### src/rtl/mrw_pkg.sv
`timescale 1ns/1ps
package mrw_pkg;
    localparam int HI_W    = 16;
    localparam int LO_W    = 32;
    localparam int ALIGN_W = 6;
    localparam int ADDR_W  = HI_W + LO_W;

    typedef enum logic [2:0] {
        SEL_BASE_LO = 3'd0,
        SEL_BASE_HI = 3'd1,
        SEL_SIZE    = 3'd2,
        SEL_WPTR    = 3'd3,
        SEL_RPTR    = 3'd4
    } csr_sel_e;
endpackage

### src/rtl/mrw_cfg.sv
`timescale 1ns/1ps
module mrw_cfg
    import mrw_pkg::*;
#(
    parameter int PTR_W       = 16,
    parameter int ENTRY_SHIFT = 5
) (
    input  logic              clk,
    input  logic              rst_n,
    input  logic              csr_we,
    input  logic [2:0]        csr_sel,
    input  logic [31:0]       csr_wdata,
    output logic [ADDR_W-1:0] ring_base,
    output logic [PTR_W-1:0]  ring_cnt,
    output logic [PTR_W-1:0]  rd_ptr,
    output logic              wp_clr
);
    typedef struct packed {
        logic [LO_W-ALIGN_W-1:0] lo;
        logic [HI_W-1:0]         hi;
        logic [PTR_W-1:0]        cnt;
        logic [PTR_W-1:0]        rp;
    } cfg_t;

    cfg_t cfg_d, cfg_q;

    always_comb begin
        cfg_d = cfg_q;
        if (csr_we) begin
            case (csr_sel)
                SEL_BASE_LO: cfg_d.lo  = csr_wdata[LO_W-1:ALIGN_W];
                SEL_BASE_HI: cfg_d.hi  = csr_wdata[HI_W-1:0];
                SEL_SIZE:    cfg_d.cnt = csr_wdata[ENTRY_SHIFT +: PTR_W];
                SEL_RPTR:    cfg_d.rp  = csr_wdata[PTR_W-1:0];
                default:     cfg_d     = cfg_q;
            endcase
        end
    end

    always_ff @(posedge clk or negedge rst_n) begin
        if (!rst_n) cfg_q <= '0;
        else        cfg_q <= cfg_d;
    end

    assign ring_base = {cfg_q.hi, cfg_q.lo, {ALIGN_W{1'b0}}};
    assign ring_cnt  = cfg_q.cnt;
    assign rd_ptr    = cfg_q.rp;
    assign wp_clr    = csr_we && (csr_sel == SEL_WPTR) && (csr_wdata == 32'd0);

    // a read-pointer write is visible on the next cycle
    p_rptr_load_r9: assert property (@(posedge clk) disable iff (!rst_n)
        csr_we && csr_sel == SEL_RPTR |=> rd_ptr == $past(csr_wdata[PTR_W-1:0]));
    // unknown select codes leave the configuration untouched
    p_bad_sel_r10: assert property (@(posedge clk) disable iff (!rst_n)
        csr_we && csr_sel > 3'd4 |=> $stable(ring_base) && $stable(ring_cnt) && $stable(rd_ptr));
endmodule

### src/rtl/mrw_ptr.sv
`timescale 1ns/1ps
module mrw_ptr #(
    parameter int PTR_W = 16
) (
    input  logic             clk,
    input  logic             rst_n,
    input  logic             adv,
    input  logic             clr,
    input  logic [PTR_W-1:0] cnt,
    input  logic [PTR_W-1:0] rd_ptr,
    output logic [PTR_W-1:0] wp,
    output logic [PTR_W-1:0] wp_pub,
    output logic             full
);
    typedef struct packed {
        logic [PTR_W-1:0] wp;
        logic [PTR_W-1:0] pub;
    } ptr_t;

    ptr_t ptr_d, ptr_q;
    logic [PTR_W:0]   inc_w;
    logic [PTR_W-1:0] wp_next;

    always_comb begin
        inc_w   = {1'b0, ptr_q.wp} + (PTR_W+1)'(1);
        wp_next = (inc_w == {1'b0, cnt}) ? '0 : inc_w[PTR_W-1:0];
        full    = (cnt == '0) || (wp_next == rd_ptr);

        ptr_d     = ptr_q;
        ptr_d.pub = ptr_q.wp;
        if (clr)      ptr_d.wp = '0;
        else if (adv) ptr_d.wp = wp_next;
    end

    always_ff @(posedge clk or negedge rst_n) begin
        if (!rst_n) ptr_q <= '0;
        else        ptr_q <= ptr_d;
    end

    assign wp     = ptr_q.wp;
    assign wp_pub = ptr_q.pub;

    // a clear always wins
    p_clear_r8: assert property (@(posedge clk) disable iff (!rst_n)
        clr |=> wp == '0);
    // an advance moves by one or wraps to zero
    p_step_r5: assert property (@(posedge clk) disable iff (!rst_n)
        adv && !clr |=> (wp == '0) || (wp == $past(wp) + PTR_W'(1)));
    // reaching the entry count wraps
    p_wrap_r5: assert property (@(posedge clk) disable iff (!rst_n)
        adv && !clr && ({1'b0, wp} + (PTR_W+1)'(1) == {1'b0, cnt}) |=> wp == '0);
    // the published copy trails by one cycle
    p_pub_lag_r7: assert property (@(posedge clk) disable iff (!rst_n)
        1'b1 |=> wp_pub == $past(wp));
endmodule

### src/rtl/mrw_beat.sv
`timescale 1ns/1ps
module mrw_beat #(
    parameter int DATA_W = 64,
    parameter int WORDS  = 4,
    parameter int ADDR_W = 48
) (
    input  logic                    clk,
    input  logic                    rst_n,
    input  logic                    start,
    input  logic [ADDR_W-1:0]       entry_addr,
    input  logic [WORDS*DATA_W-1:0] entry_data,
    input  logic                    wr_ready,
    output logic                    busy,
    output logic                    done,
    output logic                    wr_valid,
    output logic [ADDR_W-1:0]       wr_addr,
    output logic [DATA_W-1:0]       wr_data,
    output logic                    wr_last
);
    localparam int BEAT_W     = (WORDS > 1) ? $clog2(WORDS) : 1;
    localparam int WORD_SHIFT = $clog2(DATA_W / 8);

    typedef struct packed {
        logic                    busy;
        logic [BEAT_W-1:0]       beat;
        logic [ADDR_W-1:0]       addr;
        logic [WORDS*DATA_W-1:0] data;
    } beat_t;

    beat_t st_d, st_q;
    logic [DATA_W-1:0] word;

    always_comb begin
        word     = st_q.data[st_q.beat*DATA_W +: DATA_W];
        wr_last  = st_q.busy && (st_q.beat == BEAT_W'(WORDS - 1));
        wr_valid = st_q.busy;
        wr_addr  = st_q.addr + (ADDR_W'(st_q.beat) << WORD_SHIFT);
        wr_data  = {word[DATA_W-1:1], word[0] | wr_last};
        done     = wr_valid && wr_ready && wr_last;

        st_d = st_q;
        if (!st_q.busy) begin
            if (start) begin
                st_d.busy = 1'b1;
                st_d.beat = '0;
                st_d.addr = entry_addr;
                st_d.data = entry_data;
            end
        end else if (wr_ready) begin
            if (wr_last) st_d.busy = 1'b0;
            else         st_d.beat = st_q.beat + BEAT_W'(1);
        end
    end

    always_ff @(posedge clk or negedge rst_n) begin
        if (!rst_n) st_q <= '0;
        else        st_q <= st_d;
    end

    assign busy = st_q.busy;

    // a stalled request keeps its address and data
    p_hold_r3: assert property (@(posedge clk) disable iff (!rst_n)
        wr_valid && !wr_ready |=> wr_valid && $stable(wr_addr) && $stable(wr_data));
    // the final word carries the valid flag
    p_flag_r4: assert property (@(posedge clk) disable iff (!rst_n)
        wr_valid && wr_last |-> wr_data[0]);
endmodule

### src/rtl/meta_ring_wb.sv
`timescale 1ns/1ps
module meta_ring_wb
    import mrw_pkg::*;
#(
    parameter int DATA_W      = 64,
    parameter int ENTRY_WORDS = 4,
    parameter int PTR_W       = 16
) (
    input  logic                          clk,
    input  logic                          rst_n,
    input  logic                          csr_we,
    input  logic [2:0]                    csr_sel,
    input  logic [31:0]                   csr_wdata,
    input  logic                          md_valid,
    output logic                          md_ready,
    input  logic [ENTRY_WORDS*DATA_W-1:0] md_data,
    output logic                          wr_valid,
    input  logic                          wr_ready,
    output logic [47:0]                   wr_addr,
    output logic [DATA_W-1:0]             wr_data,
    output logic                          wr_last,
    output logic [PTR_W-1:0]              wr_ptr,
    output logic [PTR_W-1:0]              wr_ptr_pub
);
    localparam int ENTRY_BYTES = ENTRY_WORDS * DATA_W / 8;
    localparam int ENTRY_SHIFT = $clog2(ENTRY_BYTES);

    logic [ADDR_W-1:0] ring_base;
    logic [ADDR_W-1:0] entry_addr;
    logic [PTR_W-1:0]  ring_cnt, rd_ptr;
    logic              wp_clr, full, busy, done, start;

    mrw_cfg #(.PTR_W(PTR_W), .ENTRY_SHIFT(ENTRY_SHIFT)) u_cfg (
        .clk(clk), .rst_n(rst_n), .csr_we(csr_we), .csr_sel(csr_sel),
        .csr_wdata(csr_wdata), .ring_base(ring_base), .ring_cnt(ring_cnt),
        .rd_ptr(rd_ptr), .wp_clr(wp_clr)
    );

    mrw_ptr #(.PTR_W(PTR_W)) u_ptr (
        .clk(clk), .rst_n(rst_n), .adv(done), .clr(wp_clr), .cnt(ring_cnt),
        .rd_ptr(rd_ptr), .wp(wr_ptr), .wp_pub(wr_ptr_pub), .full(full)
    );

    assign md_ready   = !busy && !full;
    assign start      = md_valid && md_ready;
    assign entry_addr = ring_base + (ADDR_W'(wr_ptr) << ENTRY_SHIFT);

    mrw_beat #(.DATA_W(DATA_W), .WORDS(ENTRY_WORDS), .ADDR_W(ADDR_W)) u_beat (
        .clk(clk), .rst_n(rst_n), .start(start), .entry_addr(entry_addr),
        .entry_data(md_data), .wr_ready(wr_ready), .busy(busy), .done(done),
        .wr_valid(wr_valid), .wr_addr(wr_addr), .wr_data(wr_data), .wr_last(wr_last)
    );

    // an idle engine facing a full ring issues nothing next cycle
    p_no_issue_full_r6: assert property (@(posedge clk) disable iff (!rst_n)
        !busy && full |=> !wr_valid);
    // no acceptance while a previous entry is still in flight
    p_one_inflight_r6: assert property (@(posedge clk) disable iff (!rst_n)
        wr_valid |-> !md_ready);
endmodule

### config.mk
export PLATFORM = sky130hd
export DESIGN_NAME = meta_ring_wb
export DESIGN_NICKNAME = d
export VERILOG_FILES = /design/src/rtl/mrw_pkg.sv /design/src/rtl/mrw_cfg.sv /design/src/rtl/mrw_ptr.sv /design/src/rtl/mrw_beat.sv /design/src/rtl/meta_ring_wb.sv
export SDC_FILE = /design/constraint.sdc
export NUM_CORES = 1
export LEC_CHECK = 0
export ABC_AREA = 1
export BUFFER_PORTS_ARGS = -buffer_cell sky130_fd_sc_hd__buf_2
export CAP_MARGIN = 5
export CORE_AREA = 8 8 213 195
export DETAILED_ROUTE_END_ITERATION = 7
export DIE_AREA = 0 0 221 203
export PLACE_DENSITY = 0.81
export SYNTH_ARGS = -nofsm -noshare
export SYNTH_HDL_FRONTEND = slang
export SYNTH_SLANG_ARGS = --single-unit
### constraint.sdc
create_clock -name clk -period 4.35 [get_ports clk]
set_clock_uncertainty 0.05 [all_clocks]
set_input_delay 1.0875 -clock clk [delete_from_list [all_inputs] [get_ports clk]]
set_output_delay 1.0875 -clock clk [all_outputs]
set_load 0.05 [all_outputs]
==> reports/qor.csv <==
stage;metric;value;unit
outcome;status;finished with violations;
outcome;failing checks;setup timing;
floorplanning;Ports;443;
clocking;worst skew pair latency;0.57;ns
final_layout;Final Cell Area;0.0241;mm^2
setup_path;worst r2r src;u_ptr.wp[1]$_DFFE_PN0P_;
routing;DR iter-0 viols;1796;
synthesis;cell area after synthesis;0.0205;mm^2
placement;Placed Area;0.0225;mm^2
setup_path;worst-path cell chain;ha_4 -> nand3_2 -> nor2_4 -> nand4_1 -> nand3_1 -> nand2_1 -> nor2_1 -> nand2_1 -> nor2_2 -> nand2_4 -> clkbuf_16 -> nand2_4 -> nand2_1 -> nand2_1 -> nor2_1 -> nand2_1 -> nor2_4 -> a21boi_4 -> buf_6;
synthesis;Synth warnings;0;
global_routing;total track usage;27.0;%
synthesis;register bit total from synthesis;408;
setup_path;Critical Path Fanout Max;8;
floorplanning;Die ar.;0.0449;mm^2
run;MaxCap Viol Count;0;
sta;worst slew pin tran;1.10;ns
sta;Final Hold Slack;0.408;ns
floorplanning;die height;203;um
sta;final period utilization;101;%
setup_path;Worst R2R End;u_beat.st_q[302]$_DFFE_PN0P_;
routing;drt via density;5.46;
floorplanning;Die X;221;um
sta;setup TNS;-0.0360;ns
clocking;CTS Buffer Depth;3;
global_routing;largest net degree at the start of global routing;113;
sta;final slew viol count;0;
clocking;Reg clk slew, reported paths;0.06;ns
synthesis;adder-cell share of the synthesized area;1.13;%
synthesis;most area-consuming cells after synthesis;dfrtp_1 (50%), nand2_1 (9.9%), o21ai_0 (6.8%);
floorplanning;Initial Util;54.2;%
sta;final hold viol count;0;
setup_path;Req. time, crit path;3.21;ns
final_layout;P&R area growth vs syn;17.4;%
sta;worst rel slew slack;26.6;%
setup_path;Critical Path AT;3.25;ns
placement;Post-DP HPWL;45.6;mm
setup_path;Critical Path Max Stage Delay;0.40;ns
global_routing;number of antenna violations at the first check in global routing;3;
placement;GP Congestion;0.971;
final_layout;Fill cells;3199;
setup_path;CP max stage cell;dfrtp_1;
final_layout;layout cells sized above 1;24.5;%
clocking;TritonCTS Buffers;43;
global_routing;vias in the first global route;17936;
routing;Detailed Route WL;62.6;mm
sta;fmax;228;MHz
clocking;clock sink count;408;
floorplanning;core area;0.0379;mm^2
power_and_ir_drop;switching fraction of total power;49.4;%
sta;Final Setup Violations;1;
synthesis;post-synthesis compound-gate area fraction;17.1;%
global_routing;GRT overflow;0;
synthesis;Synth top area share;49.7;%
routing;vias post-DR;18213;
routing;wire per inst;18.8;um
power_and_ir_drop;sequential power share;32.3;%
routing;antenna-violating nets left;0;
setup_path;Crit Path Class;flip-flop to output port;
synthesis;Yosys cell types;41;
setup_path;Setup crit start kind;flip-flop;
placement;port bufs;439;
setup_path;cells on worst reg2reg path;20;
synthesis;sequential area share after synthesis;49.7;%
sta;RSZ-0062 raised after global routing;true;
setup_path;Worst setup EP type;output port;
power_and_ir_drop;internal power;10.1;mW
final_layout;Antenna Cells;0;
power_and_ir_drop;Clock power frac;17.8;%
routing;drc violations;0;
clocking;Root Buffer;clkbuf_16;
clocking;TritonCTS clock tree;done;
sta;worst setup margin;-0.0360;ns
synthesis;Mapped Avg Cell Area;8.28;um^2
synthesis;Post-Synth XOR/XNOR Area;2.14;%
power_and_ir_drop;Logic pwr share;50.0;%
synthesis;mux contribution to synthesized area;0.0548;%
min_path;Hold Path Class;primary input to async pin;
floorplanning;num rows;68;
synthesis;Post-Synth Simple-Gate Area;16.9;%
synthesis;Post-Syn Instances;2480;
final_layout;commonest non-fill, non-tap cell in the layout;nand2_1;
power_and_ir_drop;Net Switching;9.80;mW
final_layout;commonest non-fill, non-tap cells in the layout;nand2_1 (526), buf_2 (437), dfrtp_1 (401);
power_and_ir_drop;Cell Pwr Density;823;mW/mm^2
synthesis;largest area contributor in the netlist;dfrtp_1;
power_and_ir_drop;P_leak;12.9;nW
power_and_ir_drop;VDD IR max;570;uV
sta;Tmin final;4.39;ns
final_layout;Nets;3131;
routing;router iterations before antenna repair;8;
clocking;H-tree levels;2;
synthesis;largest family of logic cells by synthesized area;compound AO/OA/AOI/OAI gates;
setup_path;flop-to-flop setup slack;0.59;ns
setup_path;CP most frequent cell;nand2_1;
global_routing;global-route wire length before repair;97.8;mm
synth_stat cells:
| master | count |
|---|---|
| nor2_1 | 178 |
| a21o_1 | 1 |
| a21oi_1 | 20 |
| clkbuf_4 | 9 |
| mux2_2 | 1 |
| dfrtp_1 | 408 |
| xnor2_1 | 16 |
| buf_1 | 2 |
| clkbuf_1 | 60 |
| nand2_1 | 543 |
| inv_2 | 2 |
| o21ai_2 | 90 |
| buf_8 | 3 |
| nand3b_1 | 14 |
| nand3_1 | 49 |
| a41oi_1 | 1 |
| ha_1 | 17 |
| o22ai_1 | 80 |
| nor2_2 | 6 |
| o21a_1 | 1 |
| nor3_1 | 12 |
| buf_4 | 88 |
| nand2_2 | 5 |
| xnor3_1 | 2 |
| xor2_1 | 29 |
| or2_2 | 2 |
| and2_1 | 1 |
| o21ai_1 | 135 |
| buf_6 | 27 |
| o21ai_0 | 279 |
| nand4_1 | 21 |
| inv_1 | 355 |
| nand3_2 | 2 |
| a21boi_1 | 1 |
| clkinv_1 | 1 |
| nor2_4 | 5 |
| nor4_1 | 10 |
| buf_2 | 1 |
| fa_1 | 1 |
| o311ai_0 | 1 |
| conb_1 | 1 |
state kept, by name, summed over array words and instances, names as in the netlist:
register	cells
u_ptr.wp	16
u_cfg.ring_cnt	16
u_beat.st_q	301
u_ptr.wp_pub	16
u_cfg.rd_ptr	16
u_cfg.ring_base	42
u_beat.busy	1
critical path: cells and delay by family (launching register included):
kind	cells	cell delay (ns)
buffers and inverters	2	0.39
AO/OA/AOI/OAI	1	0.20
adder cells (fa/ha/maj)	1	0.19
AND/OR/NAND/NOR	15	1.51
flip-flops	1	0.40
how the worst max path moves through the flow:
stage	startpoint	end	slack [ns]	cells after the start
finish	u_ptr.wp[0]$_DFFE_PN0P_	md_ready	-0.04	19
global route	u_ptr.wp[0]$_DFFE_PN0P_	md_ready	-0.25	21
CTS	u_ptr.wp[1]$_DFFE_PN0P_	md_ready	-0.006	19
detailed placement	u_ptr.wp[0]$_DFFE_PN0P_	md_ready	0.39	21
global placement	u_ptr.wp[0]$_DFFE_PN0P_	md_ready	0.40	21
floorplan	u_ptr.wp[0]$_DFFE_PN0P_	md_ready	0.30	20
power groups by stage:
stage	Combinational [mW]	Sequential, mW	Clock [mW]
floorplan	7.54	6.30	0
finish	9.92	6.41	3.52
global placement	9.58	6.33	0
detailed placement	9.76	6.40	0
global route	10.7	6.57	3.74
CTS	9.86	6.38	3.59
through the flow:
stage               total power [mW]  std cells  utilization [%]  setup slack, ns
finish                          19.9       3338             63.7          -0.0360
global route                    21.0       3338             63.7           -0.250
CTS                             19.8       3332             63.1         -0.00591
detailed placement              16.2       3255             59.5            0.389
global placement                15.9       3255             59.5            0.396
floorplan                       13.8       2482                -            0.303
timing repair:
item                       in CTS  in global routing
cloned                          1                  3
pin swaps                       3                 18
setup endpoints to repair       1                  1
resized for setup              14                 38
hold buffers                    0                  0
setup buffers                   0                  1
cells by family after synthesis:
group,after synthesis
AOI/OAI and AO/OA,609
xor gates and xnor gates,47
adders and majority gates,18
buffers and inverters,548
DFF,408
muxes,1
other,1
and+or+nand+nor,848
cell type report:
class                   count  area, um^2  share of cell area (%)
clock inverters            15        92.6                   0.384
inverters                 358        1350                    5.58
flip-flops and latches    408       10200                    42.4
multi-input cells        1527        7850                    32.5
well taps                 490         613                    2.54
clock buffers              61        1230                    5.12
repair buffers            479        2760                    11.4
routing by layer:
| layer | wire length (um) | GRT usage [%] |
|---|---|---|
| met5 | 36 | 0 |
| met4 | 3080 | 13.7 |
| met3 | 5110 | 6.68 |
| met2 | 28800 | 42.4 |
| met1 | 25600 | 34.6 |
(Power assumes the default switching activity.)
